==> config.mk <==
export PLATFORM = sky130hd
export DESIGN_NAME = tx_stat_cnt
export DESIGN_NICKNAME = d
export VERILOG_FILES = /design/src/rtl/tx_stat_cnt.sv
export SDC_FILE = /design/constraint.sdc
export NUM_CORES = 1
export LEC_CHECK = 0
export BUFFER_PORTS_ARGS = -buffer_cell sky130_fd_sc_hd__buf_2
export CAP_MARGIN = 20
export CORE_UTILIZATION = 45
export CTS_CLUSTER_SIZE = 40
export DETAILED_ROUTE_END_ITERATION = 7
export PLACE_DENSITY = 0.82
export SYNTH_ARGS = -nofsm -noshare
export SYNTH_HDL_FRONTEND = slang
export SYNTH_SLANG_ARGS = --single-unit
==> constraint.sdc <==
create_clock -name clk -period 2 [get_ports clk]
set_clock_uncertainty 0.2 [all_clocks]
set_input_delay 0.4 -clock clk [delete_from_list [all_inputs] [get_ports clk]]
set_output_delay 0.4 -clock clk [all_outputs]
set_load 0.005 [all_outputs]
==> src/rtl/tx_stat_cnt.sv <==
module tx_stat_cnt #(
  parameter int CNT_W    = 4,
  parameter int COLL_W   = 5,
  parameter int MAX_COLL = 16
) (
  input  logic                 clk,
  input  logic                 rst_n,
  input  logic                 done_i,
  input  logic [COLL_W-1:0]    coll_i,
  input  logic                 defer_i,
  input  logic                 xdefer_i,
  input  logic                 rd_i,
  output logic [4*CNT_W-1:0]   stat_o,
  output logic                 irq_o
);
  localparam int NCNT = 4;
  localparam logic [CNT_W-1:0] SAT = '1;

  logic [NCNT-1:0] bump;
  logic [NCNT-1:0] full;

  assign bump[0] = done_i && (coll_i == COLL_W'(1));
  assign bump[1] = done_i && (coll_i >= COLL_W'(2)) && (coll_i <= COLL_W'(MAX_COLL));
  assign bump[2] = done_i && defer_i;
  assign bump[3] = done_i && xdefer_i;

  for (genvar g = 0; g < NCNT; g++) begin : g_cnt
    logic [CNT_W-1:0] cnt_q;
    always_ff @(posedge clk) begin
      if (!rst_n)
        cnt_q <= '0;
      else if (rd_i)
        cnt_q <= {{(CNT_W-1){1'b0}}, bump[g]};
      else if (bump[g] && cnt_q != SAT)
        cnt_q <= cnt_q + 1'b1;
    end
    assign stat_o[g*CNT_W +: CNT_W] = cnt_q;
    assign full[g] = (cnt_q == SAT);
  end

  assign irq_o = |full;
endmodule

---- Yosys cells after proc, flatten, opt, wreduce, memory -nomap -nowiden ----
Index checks and enable logic that the tools add are counted.
word-level totals
  output and inout port bits .............. 17
  register bits ........................... 16
  bits of input ports ..................... 11
operators by class
  eq/ne operators ......................... 9
  mux-type cells .......................... 8
  $add $sub $neg .......................... 4
  bitwise gates (word level) .............. 1
  order comparisons ....................... 2
  reduce and logical (&&, ||, !) cells .... 15
operators with widths
  kind                 number
  $add 4x1->4 const B  4
  $eq 4x4->1 const B   4
  $ne 4x4->1 const B   4
  $logic_and 1x1->1    9
  $mux 1               8
  $reduce_bool 2->1    4
  $eq 5x1->1 const B   1
  $ge 5x2->1 const B   1
  $le 5x5->1 const B   1
  $reduce_or 4->1      1
  $reduce_or 2->1      1
  $not 1->1            1

---- Longest topological paths before layout ----
Gate-level depths: netlist of the first run.
  word-level depth ........................ 6
  mapped depth ............................ 5

---- Least setup slack after synthesis of the first run ----
Ideal clock, no wire load.
  kind .................................... in2reg
  start point ............................. input coll_i[1]
  end point ............................... register g_cnt[1].cnt_q[0]
  arrival ................................. 1.358 ns
  library setup time ...................... 0.066 ns
  stages .................................. 4
  setup slack ............................. 0.376 ns
  cells stage by stage .................... nor3_4 mux2_4 a211o_1 a21boi_2
on the way
  word-level cells in the longest chain between the ends .. 5
ends and longest elaborated chain
  item                                RTL line  text
  start: declaration                  9         input logic [COLL_W-1:0] coll_i,
  $ge 5x2->1                          23        assign bump[1] = done_i && (coll_i >= COLL_W'(2)) && (coll_i <= COLL_W'(MAX_COLL));
  $logic_and 1x1->1                   23
  $logic_and 1x1->1 *                 23
  $logic_and 1x1->1                   34        else if (bump[g] && cnt_q != SAT)
  $reduce_bool 2->1 (no source line)  n/a
  end signal: assignment              33        cnt_q <= {{(CNT_W-1){1'b0}}, bump[g]};
  end signal: assignment              35        cnt_q <= cnt_q + 1'b1;
  end: declaration                    28        logic [CNT_W-1:0] cnt_q;
Mark *: on every way between the ends. The rest lies on a longest branch, timed or not.
A chain may end at the register's enable or synchronous reset.

---- Final worst setup path of the first run ----
  start point ............................. register g_cnt[1].cnt_q[0]
  end point ............................... output irq_o
on the way
  word-level cells in the longest chain between the ends .. 2
ends and longest elaborated chain
  item              RTL line  text
  $eq 4x4->1        38        assign full[g] = (cnt_q == SAT);
  $reduce_or 4->1   41        assign irq_o = |full;
  end: declaration  14        output logic irq_o
Every way passes these cells.

==> results of run 1 <==
## cell families (layout without fill, tap and decap cells)
group,after synthesis,in the layout,share of synthesized area
simple gates,41,41,0.290
compound gates,24,24,0.196
flops,16,16,0.375
fa+ha+maj,4,4,0.0587
buf+inv,4,33,0.0176
mux,3,3,0.0411
xor+xnor,2,2,0.0205
## path summary, 6_finish.rpt
check	to	slack [ns]	cells past startpoint
setup / recovery	irq_o	0.09	4
hold reg to reg	g_cnt[0].cnt_q[1]	0.30	2
setup reg to reg	g_cnt[0].cnt_q[3]	0.30	5
hold / removal	g_cnt[0].cnt_q[0]	0.20	2
## metal layers
metal / global-route usage / part of all wire / vias to the layer above
met4: 0.0909 / 0.0064 / 0
li1: - / - / 419
met5: 0 / 0 / -
met2: 0.311 / 0.47 / 24
met1: 0.226 / 0.47 / 387
met3: 0.0476 / 0.055 / 2
## placed cells by master, fill, tap and decap left out, types with 3 or more instances in the layout
cell type / netlist / final
a211oi_1: 3 / 3
a21boi_0: 4 / 4
a21oi_1: 5 / 5
a31oi_1: 4 / 4
and3_1: 4 / 4
buf_2: 0 / 27
clkbuf_4: 0 / 3
dfxtp_1: 16 / 14
ha_1: 4 / 3
nand3_1: 10 / 9
nand4_1: 4 / 4
nor2_1: 6 / 6
## per-stage QoR
step,cell area [um^2],std cells,utilization,total power [mW]
final,1060,148,0.606,0.600
after global placement,1010,144,0.580,0.390
after CTS,1050,148,0.601,0.612
after global routing,1060,148,0.606,0.636
after floorplan,853,94,-,0.366
after detailed placement,1010,144,0.580,0.393
## area by class of cell
class	count	area, um^2	share of cell area
Multi-Input combinational cell	74	526	0.496
Clock buffer	4	36.3	0.0343
Timing Repair Buffer	27	135	0.128
Inverter	2	7.51	0.00709
Sequential cell	16	323	0.305
Tap cell	25	31.3	0.0296
## critical path, delay by kind of cell (launching register included)
| family | cells | cell delay (ns) |
|---|---|---|
| adder cells (fa/ha/maj) | 1 | 0.25 |
| buffers and inverters | 1 | 0.12 |
| AND/OR/NAND/NOR | 2 | 0.25 |
| flip-flops | 1 | 0.40 |
## power by group
part           internal (mW)  leakage, nW  switching [mW]
clock                  0.111       0.0210           0.103
sequential             0.323        0.130         0.00462
combinational         0.0269        0.323          0.0310
total                  0.461        0.475           0.139
## timing repair
action / CTS / global route
hold endpoints to repair: 0 / 0
hold buffers: 0 / 0
endpoints found under the setup margin: 0 / 1
resized for setup: 0 / 4
==> flow_metrics.env, run 1 <==
export IMPL_syn_nets=109
export IMPL_syn_inst=94
export IMPL_coreArea_mm2=0.00175
export IMPL_drive_gt1_frac=0.325
export IMPL_hp_class="in -> reg"
export IMPL_crit_path_start="g_cnt[1].cnt_q[0]"
export IMPL_grt_pass1_vias=668
export IMPL_clk_latency_ns=0.28
export IMPL_root_buffer="clkbuf_4"
export IMPL_setup_viol=0
export IMPL_tightestPinTransition_ns=0.479
export IMPL_arrival_ns=1.31
export IMPL_hp_start="rst_n"
export IMPL_ys_flop_type="dfxtp_1"
export IMPL_slew_viol_final=0
export IMPL_rsz0062_at_grt="false"
export IMPL_clk_path_buf_depth=2
export IMPL_cts_buffers=3
export IMPL_start_util=0.489
export IMPL_wirelength_um=1890
export IMPL_clkSlewWorstSetupHoldPaths_ns=0.10
export IMPL_cts_tree="done"
export IMPL_numClockSinks=16
export IMPL_grt_usage=0.189
export IMPL_drc=0
export IMPL_grt_pass1_wl_um=2790
export IMPL_seq_area_frac_synth=0.375
export IMPL_top_regs="g_cnt.cnt_q x16"
export IMPL_fillers=172
export IMPL_first_pass_iters=4
export IMPL_vias=832
export IMPL_grt_max_degree=13
export IMPL_ys_warn_count=0
export IMPL_ant_nets=0
export IMPL_holdWs_ns=0.197
export IMPL_syn_to_final_growth_pct=24.0
export IMPL_num_rows=15
export IMPL_required_ns=1.40
export IMPL_via_per_inst=5.62
export IMPL_cp_start_kind="flip-flop"
export IMPL_pre_cts_ws_ns=0.201
export IMPL_largest_register_ffs=16
export IMPL_first_iter_violations=16
export IMPL_fin_crit_sh=0.953
export IMPL_fp_dieH_um=45.5
export IMPL_postCtsSetupRepairBufs=0
export IMPL_synth_seq_cells=16
export IMPL_antenna_found_initial=0
export IMPL_antenna_cells=0
export IMPL_portBuffers=27
export IMPL_r2r_start="g_cnt[0].cnt_q[0]"
export IMPL_grt_ovfl_total=0
export IMPL_hold_viol=0
export IMPL_async_flop_share=0
export IMPL_die_w_um=45.5
export IMPL_dpl_hpwl_um=1380
export IMPL_crit_path_cell_trace="ha_1, nand3_2, nand4_1, buf_2"
export IMPL_cp_end_kind="primary output"
export IMPL_synth_area_leader_cell="dfxtp_1"
export IMPL_synth_distinct_cells=33
export IMPL_synth_top_area_frac=0.375
export IMPL_synthTopCellsByArea="dfxtp_1 38%, ha_1 5.9%, nand3_1 5.9%"
export IMPL_slowest_stage="dfxtp_1"
export IMPL_vdd_drop_max_v=0.000274
export IMPL_synth_edff_count=0
export IMPL_finish_net_count=139
export IMPL_status="complete, no violations"
export IMPL_routedWlPerCell_um=12.7
export IMPL_boundaryPins=28
export IMPL_synthTopCellsByCount="16 x dfxtp_1, 10 x nand3_1, 6 x nor2_1"
export IMPL_setup_ws_ns=0.0943
export IMPL_syn_cell_area_um2=853
export IMPL_period_needed_ns=1.91
export IMPL_syn_avg_cell_area_um2=9.08
export IMPL_largest_register="g_cnt.cnt_q"
export IMPL_synth_most_common_cell="dfxtp_1"
export IMPL_slowest_delay_ns=0.40
export IMPL_die_area_mm2=0.00207
export IMPL_slew_headroom=0.681
export IMPL_cap_violations=0
export IMPL_setup_tns_ns=0
export IMPL_h_tree_depth=1
export IMPL_worstSetupPathType="reg -> out"
export IMPL_p_leak_nw=0.475
export IMPL_max_freq_ghz=0.525
export IMPL_crit_fanout=5
export IMPL_p_per_area_mw_per_mm2=567
export IMPL_gp_congestion=0.827
No activity file was read; power rests on OpenSTA's default activity.
==> run 2, diff against run 1 <==
--- a/config.mk
+++ b/config.mk
@@ -7,10 +7,14 @@
 export LEC_CHECK = 0
 export BUFFER_PORTS_ARGS = -buffer_cell sky130_fd_sc_hd__buf_2
 export CAP_MARGIN = 20
-export CORE_UTILIZATION = 45
+export CELL_PAD_IN_SITES_DETAIL_PLACEMENT = 0
+export CELL_PAD_IN_SITES_GLOBAL_PLACEMENT = 1
+export CORE_ASPECT_RATIO = 1.5
+export CORE_UTILIZATION = 35
 export CTS_CLUSTER_SIZE = 40
 export DETAILED_ROUTE_END_ITERATION = 7
-export PLACE_DENSITY = 0.82
+export PLACE_DENSITY = 0.86
+export SETUP_SLACK_MARGIN = 0.15
 export SYNTH_ARGS = -nofsm -noshare
 export SYNTH_HDL_FRONTEND = slang
 export SYNTH_SLANG_ARGS = --single-unit
==> flow_metrics.env, run 2 (synthesis results as in run 1) <==
export IMPL_cts_tree="done"
export IMPL_grt_ovfl_total=0
export IMPL_cts_buffers=3
export IMPL_num_rows=21
export IMPL_crit_fanout=4
export IMPL_largest_register="g_cnt.cnt_q"
export IMPL_r2r_end="g_cnt[2].cnt_q[0]"
export IMPL_vdd_drop_max_v=0.000300
export IMPL_first_iter_violations=17
export IMPL_slew_headroom=0.636
export IMPL_slowest_stage="dfxtp_2"
export IMPL_grt_pass1_wl_um=3400
export IMPL_whs_path_depth=2
export IMPL_cp_start_kind="flip-flop"
export IMPL_arrival_ns=1.18
export IMPL_dpl_hpwl_um=1410
export IMPL_top_regs="g_cnt.cnt_q x16"
export IMPL_start_util=0.378
export IMPL_root_buffer="clkbuf_4"
export IMPL_holdPathEnd="g_cnt[0].cnt_q[0]"
export IMPL_grt_pass1_vias=829
export IMPL_crit_path_cell_trace="ha_2, nand3_1, nand4_1, buf_2"
export IMPL_antenna_found_initial=0
export IMPL_period_needed_ns=1.78
export IMPL_via_per_inst=5.88
export IMPL_max_freq_ghz=0.562
export IMPL_die_w_um=42.3
export IMPL_cp_end_kind="primary output"
export IMPL_largest_register_ffs=16
export IMPL_hold_viol=0
export IMPL_finish_net_count=141
export IMPL_clkSlewWorstSetupHoldPaths_ns=0.09
export IMPL_p_leak_nw=0.473
export IMPL_grt_max_degree=13
export IMPL_status="complete, no violations"
export IMPL_die_area_mm2=0.00264
export IMPL_cap_violations=0
export IMPL_numClockSinks=16
export IMPL_hp_start="rst_n"
export IMPL_vias=864
export IMPL_coreArea_mm2=0.00226
export IMPL_fin_crit_sh=0.889
export IMPL_boundaryPins=28
export IMPL_clk_path_buf_depth=2
export IMPL_syn_to_final_growth_pct=31.5
export IMPL_final_cell_mix="27 x buf_2, 8 x nand3_1, 8 x dfxtp_1, 6 x nor2_1"
export IMPL_rsz0062_at_grt="false"
export IMPL_worstSetupPathType="reg -> out"
export IMPL_grt_usage=0.161
export IMPL_h_tree_depth=1
export IMPL_tightestPinTransition_ns=0.546
export IMPL_hp_class="in -> reg"
export IMPL_p_per_area_mw_per_mm2=495
export IMPL_first_pass_iters=4
export IMPL_r2r_cells=5
export IMPL_fp_dieH_um=62.5
export IMPL_totalPowerFinal_uw=556
export IMPL_clk_latency_ns=0.28
export IMPL_portBuffers=27
export IMPL_routedWlPerCell_um=13.8
export IMPL_ant_nets=0
export IMPL_setup_tns_ns=0
export IMPL_final_common_cell="buf_2"
export IMPL_required_ns=1.40
export IMPL_drc=0
export IMPL_wirelength_um=2030
export IMPL_reg2reg_slack_ns=0.35
export IMPL_slowest_delay_ns=0.36
export IMPL_antenna_cells=0
export IMPL_slew_viol_final=0
export IMPL_drive_gt1_frac=0.411
export IMPL_r2r_start="g_cnt[2].cnt_q[0]"
export IMPL_setup_viol=0
export IMPL_gp_congestion=0.769
==> run 2: repair_timing <==
action | 4_1_cts | 5_1_grt
endpoints found under the setup margin | 1 | 1
resized for setup | 9 | 12
pin swaps | 0 | 0
cloned | 0 | 0
setup buffers | 0 | 0
hold buffers | 0 | 0
==> run 2: worst max-delay path by stage <==
stage                      startpoint                end  slack, ns  depth (start not counted)
floorplan                   coll_i[1]  g_cnt[1].cnt_q[0]       0.38                          4
global placement            coll_i[1]  g_cnt[1].cnt_q[0]       0.23                          5
detailed placement          coll_i[1]  g_cnt[1].cnt_q[0]       0.21                          5
CTS                 g_cnt[3].cnt_q[1]              irq_o       0.16                          4
global route        g_cnt[2].cnt_q[0]              irq_o       0.16                          4
finish              g_cnt[2].cnt_q[0]              irq_o       0.22                          4
==> run 2: final cells by class <==
type                    count  area (um^2)
multi-input cells          74          576
clock buffers               3         22.5
fillers                   224         1140
inverters                   2         7.51
repair buffers             29          150
flip-flops and latches     16          338
well taps                  23         28.8
==> run 2: metal layers <==
layer / track usage / wire [um] / up-vias
met5: 0 / 0 / -
met4: 0.113 / 38 / 0
met3: 0.0173 / 75 / 4
met2: 0.273 / 1030 / 22
met1: 0.181 / 890 / 413
li1: - / - / 425
==> run 2: power by group <==
group / leakage (nW) / switching, mW / internal (mW)
registers: 0.134 / 0.00665 / 0.321
clock network: 0.0138 / 0.0969 / 0.0697
logic: 0.325 / 0.0321 / 0.0291
total: 0.473 / 0.136 / 0.420
==> run 2: worst max-delay path: cells and delay by family, from the launching register on <==
kind	cells	cell delay (ns)
flip-flops	1	0.36
AND/OR/NAND/NOR	2	0.24
adder cells (fa/ha/maj)	1	0.19
buffers and inverters	1	0.12
==> run 2: per-stage QoR <==
step                utilization  cell area [um^2]  setup WS [ns]  hold WS [ns]  std cells
floorplan                     -               853          0.376         0.281         94
global placement          0.453              1020          0.227         0.288        144
detailed placement        0.453              1020          0.205         0.292        144
CTS                       0.473              1070          0.157         0.197        147
global route              0.497              1120          0.158         0.195        147
finish                    0.497              1120          0.221         0.203        147
==> run 3, diff against run 2 <==
--- a/config.mk
+++ b/config.mk
@@ -10,10 +10,10 @@
 export CELL_PAD_IN_SITES_DETAIL_PLACEMENT = 0
 export CELL_PAD_IN_SITES_GLOBAL_PLACEMENT = 1
 export CORE_ASPECT_RATIO = 1.5
-export CORE_UTILIZATION = 35
+export CORE_UTILIZATION = 32
 export CTS_CLUSTER_SIZE = 40
 export DETAILED_ROUTE_END_ITERATION = 7
-export PLACE_DENSITY = 0.86
+export PLACE_DENSITY = 0.83
 export SETUP_SLACK_MARGIN = 0.15
 export SYNTH_ARGS = -nofsm -noshare
 export SYNTH_HDL_FRONTEND = slang
==> constraint.sdc (replaced) <==
create_clock -name clk -period 1.5 [get_ports clk]
set_clock_uncertainty 0.2 [all_clocks]
set_input_delay 0.3 -clock clk [delete_from_list [all_inputs] [get_ports clk]]
set_output_delay 0.3 -clock clk [all_outputs]
set_load 0.005 [all_outputs]
==> flow_metrics.env, run 3 (synthesis results as in run 1) <==
export IMPL_finalNonFillerCells=173
export IMPL_syn_to_final_growth_pct=76.1
export IMPL_ff_latch_area_um2=368
export IMPL_setup_ws_ns=-0.146
export IMPL_clk_path_buf_depth=2
export IMPL_required_ns=1.00
export IMPL_numClockSinks=16
export IMPL_dp_cells=155
export IMPL_grt_ovfl_total=0
export IMPL_finish_net_count=165
export IMPL_violations="DRC, setup timing"
export IMPL_boundaryPins=28
export IMPL_fin_crit_sh=1.10
export IMPL_p_leak_nw=0.620
export IMPL_top_regs="g_cnt.cnt_q x16"
export IMPL_hold_viol=0
export IMPL_design_area_mm2=0.00150
export IMPL_status="complete, but fails checks"
export IMPL_clkSlewWorstSetupHoldPaths_ns=0.10
export IMPL_cts_tree="done"
export IMPL_grt_pass1_vias=943
export IMPL_dpl_hpwl_um=1640
export IMPL_placed_area_mm2=0.00114
export IMPL_vdd_drop_max_v=0.000337
export IMPL_die_area_mm2=0.00288
export IMPL_antenna_found_initial=0
export IMPL_crit_fanout=3
export IMPL_cap_violations=0
export IMPL_antenna_cells=0
export IMPL_final_common_cell="buf_6"
export IMPL_pre_cts_ws_ns=-0.119
export IMPL_r2r_cells=5
export IMPL_drc=1
export IMPL_clk_latency_ns=0.30
export IMPL_grt_max_degree=11
export IMPL_start_util=0.344
export IMPL_root_buffer="clkbuf_4"
export IMPL_first_pass_iters=6
export IMPL_cts_hold_fix_buffers=0
export IMPL_via_per_inst=5.63
export IMPL_cts_buffers=3
export IMPL_setup_tns_ns=-0.242
export IMPL_period_needed_ns=1.65
export IMPL_fp_dieH_um=65.2
export IMPL_worstSetupPathType="reg -> out"
export IMPL_portBuffers=27
export IMPL_tightestPinTransition_ns=0.179
export IMPL_grt_pass1_wl_um=4090
export IMPL_num_rows=22
export IMPL_h_tree_depth=1
export IMPL_cp_start_kind="flip-flop"
export IMPL_hp_class="in -> reg"
export IMPL_largest_register="g_cnt.cnt_q"
export IMPL_multi_input_area_um2=633
export IMPL_max_freq_ghz=0.608
export IMPL_final_cell_mix="20 x buf_6, 18 x buf_2, 15 x buf_4, 11 x dfxtp_4"
export IMPL_fillers=206
export IMPL_rsz0062_at_grt="true"
export IMPL_grt_usage=0.190
export IMPL_die_w_um=44.2
export IMPL_largest_register_ffs=16
export IMPL_drive_gt1_frac=0.597
export IMPL_vias=974
export IMPL_gp_congestion=0.756
export IMPL_ant_nets=0
export IMPL_coreArea_mm2=0.00248
export IMPL_slew_viol_final=0
export IMPL_cp_end_kind="primary output"
export IMPL_slew_headroom=0.879
export IMPL_p_per_area_mw_per_mm2=562
export IMPL_routedWlPerCell_um=14.9
export IMPL_setup_viol=6
export IMPL_first_iter_violations=20
export IMPL_wirelength_um=2570
export IMPL_whs_path_depth=2
export IMPL_arrival_ns=1.15
-- run 3: through the flow --
stage | power [mW] | utilization | hold slack, ns
after global routing | 0.879 | 0.607 | 0.0817
after CTS | 0.855 | 0.571 | 0.0788
after detailed placement | 0.543 | 0.462 | 0.318
after global placement | 0.540 | 0.462 | 0.299
after floorplan | 0.492 | - | 0.246
final | 0.844 | 0.607 | 0.0833
-- run 3: final timing paths --
| kind | start | endpoint | slack, ns |
|---|---|---|---|
| worst min register to register | g_cnt[1].cnt_q[3] | g_cnt[1].cnt_q[3] | 0.28 |
| worst max register to register | g_cnt[2].cnt_q[0] | g_cnt[2].cnt_q[0] | -0.04 |
| worst min-delay path | rst_n | g_cnt[0].cnt_q[0] | 0.08 |
| worst max-delay path | g_cnt[2].cnt_q[1] | irq_o | -0.15 |
-- run 3: area by class of cell --
type	count	area share
multi-input cells	74	0.421
repair buffers	53	0.285
flip-flops and latches	16	0.245
clock buffers	4	0.0241
well taps	24	0.0200
inverters	2	0.00500
-- run 3: critical path, stage by stage, from the launching register on --
cell	delay (ns)
dfxtp_4	0.37
ha_4	0.17
nand3_4	0.07
nand4_1	0.10
buf_2	0.14
-- run 3: layer usage --
metal | GRT usage | part of all wire | routed length (um) | vias to the layer above
met2 | 0.335 | 0.55 | 1420 | 21
li1 | - | - | - | 471
met1 | 0.205 | 0.39 | 1010 | 476
met4 | 0.133 | 0.027 | 70 | 0
met3 | 0.0165 | 0.027 | 70 | 6
met5 | 0 | 0 | 0 | -
-- run 3: what timing repair did --
item,in CTS,in global routing
setup endpoints to repair,23,27
pin swaps,9,16
setup buffers,9,5
resized for setup,40,16
hold endpoints to repair,0,0
-- run 3: where the power goes --
group / internal [mW] / leakage [nW] / switching, mW / total (mW)
clock network: 0.148 / 0.0210 / 0.149 / 0.298
registers: 0.414 / 0.140 / 0.00779 / 0.422
logic: 0.0698 / 0.459 / 0.0549 / 0.125
total: 0.632 / 0.620 / 0.212 / 0.844
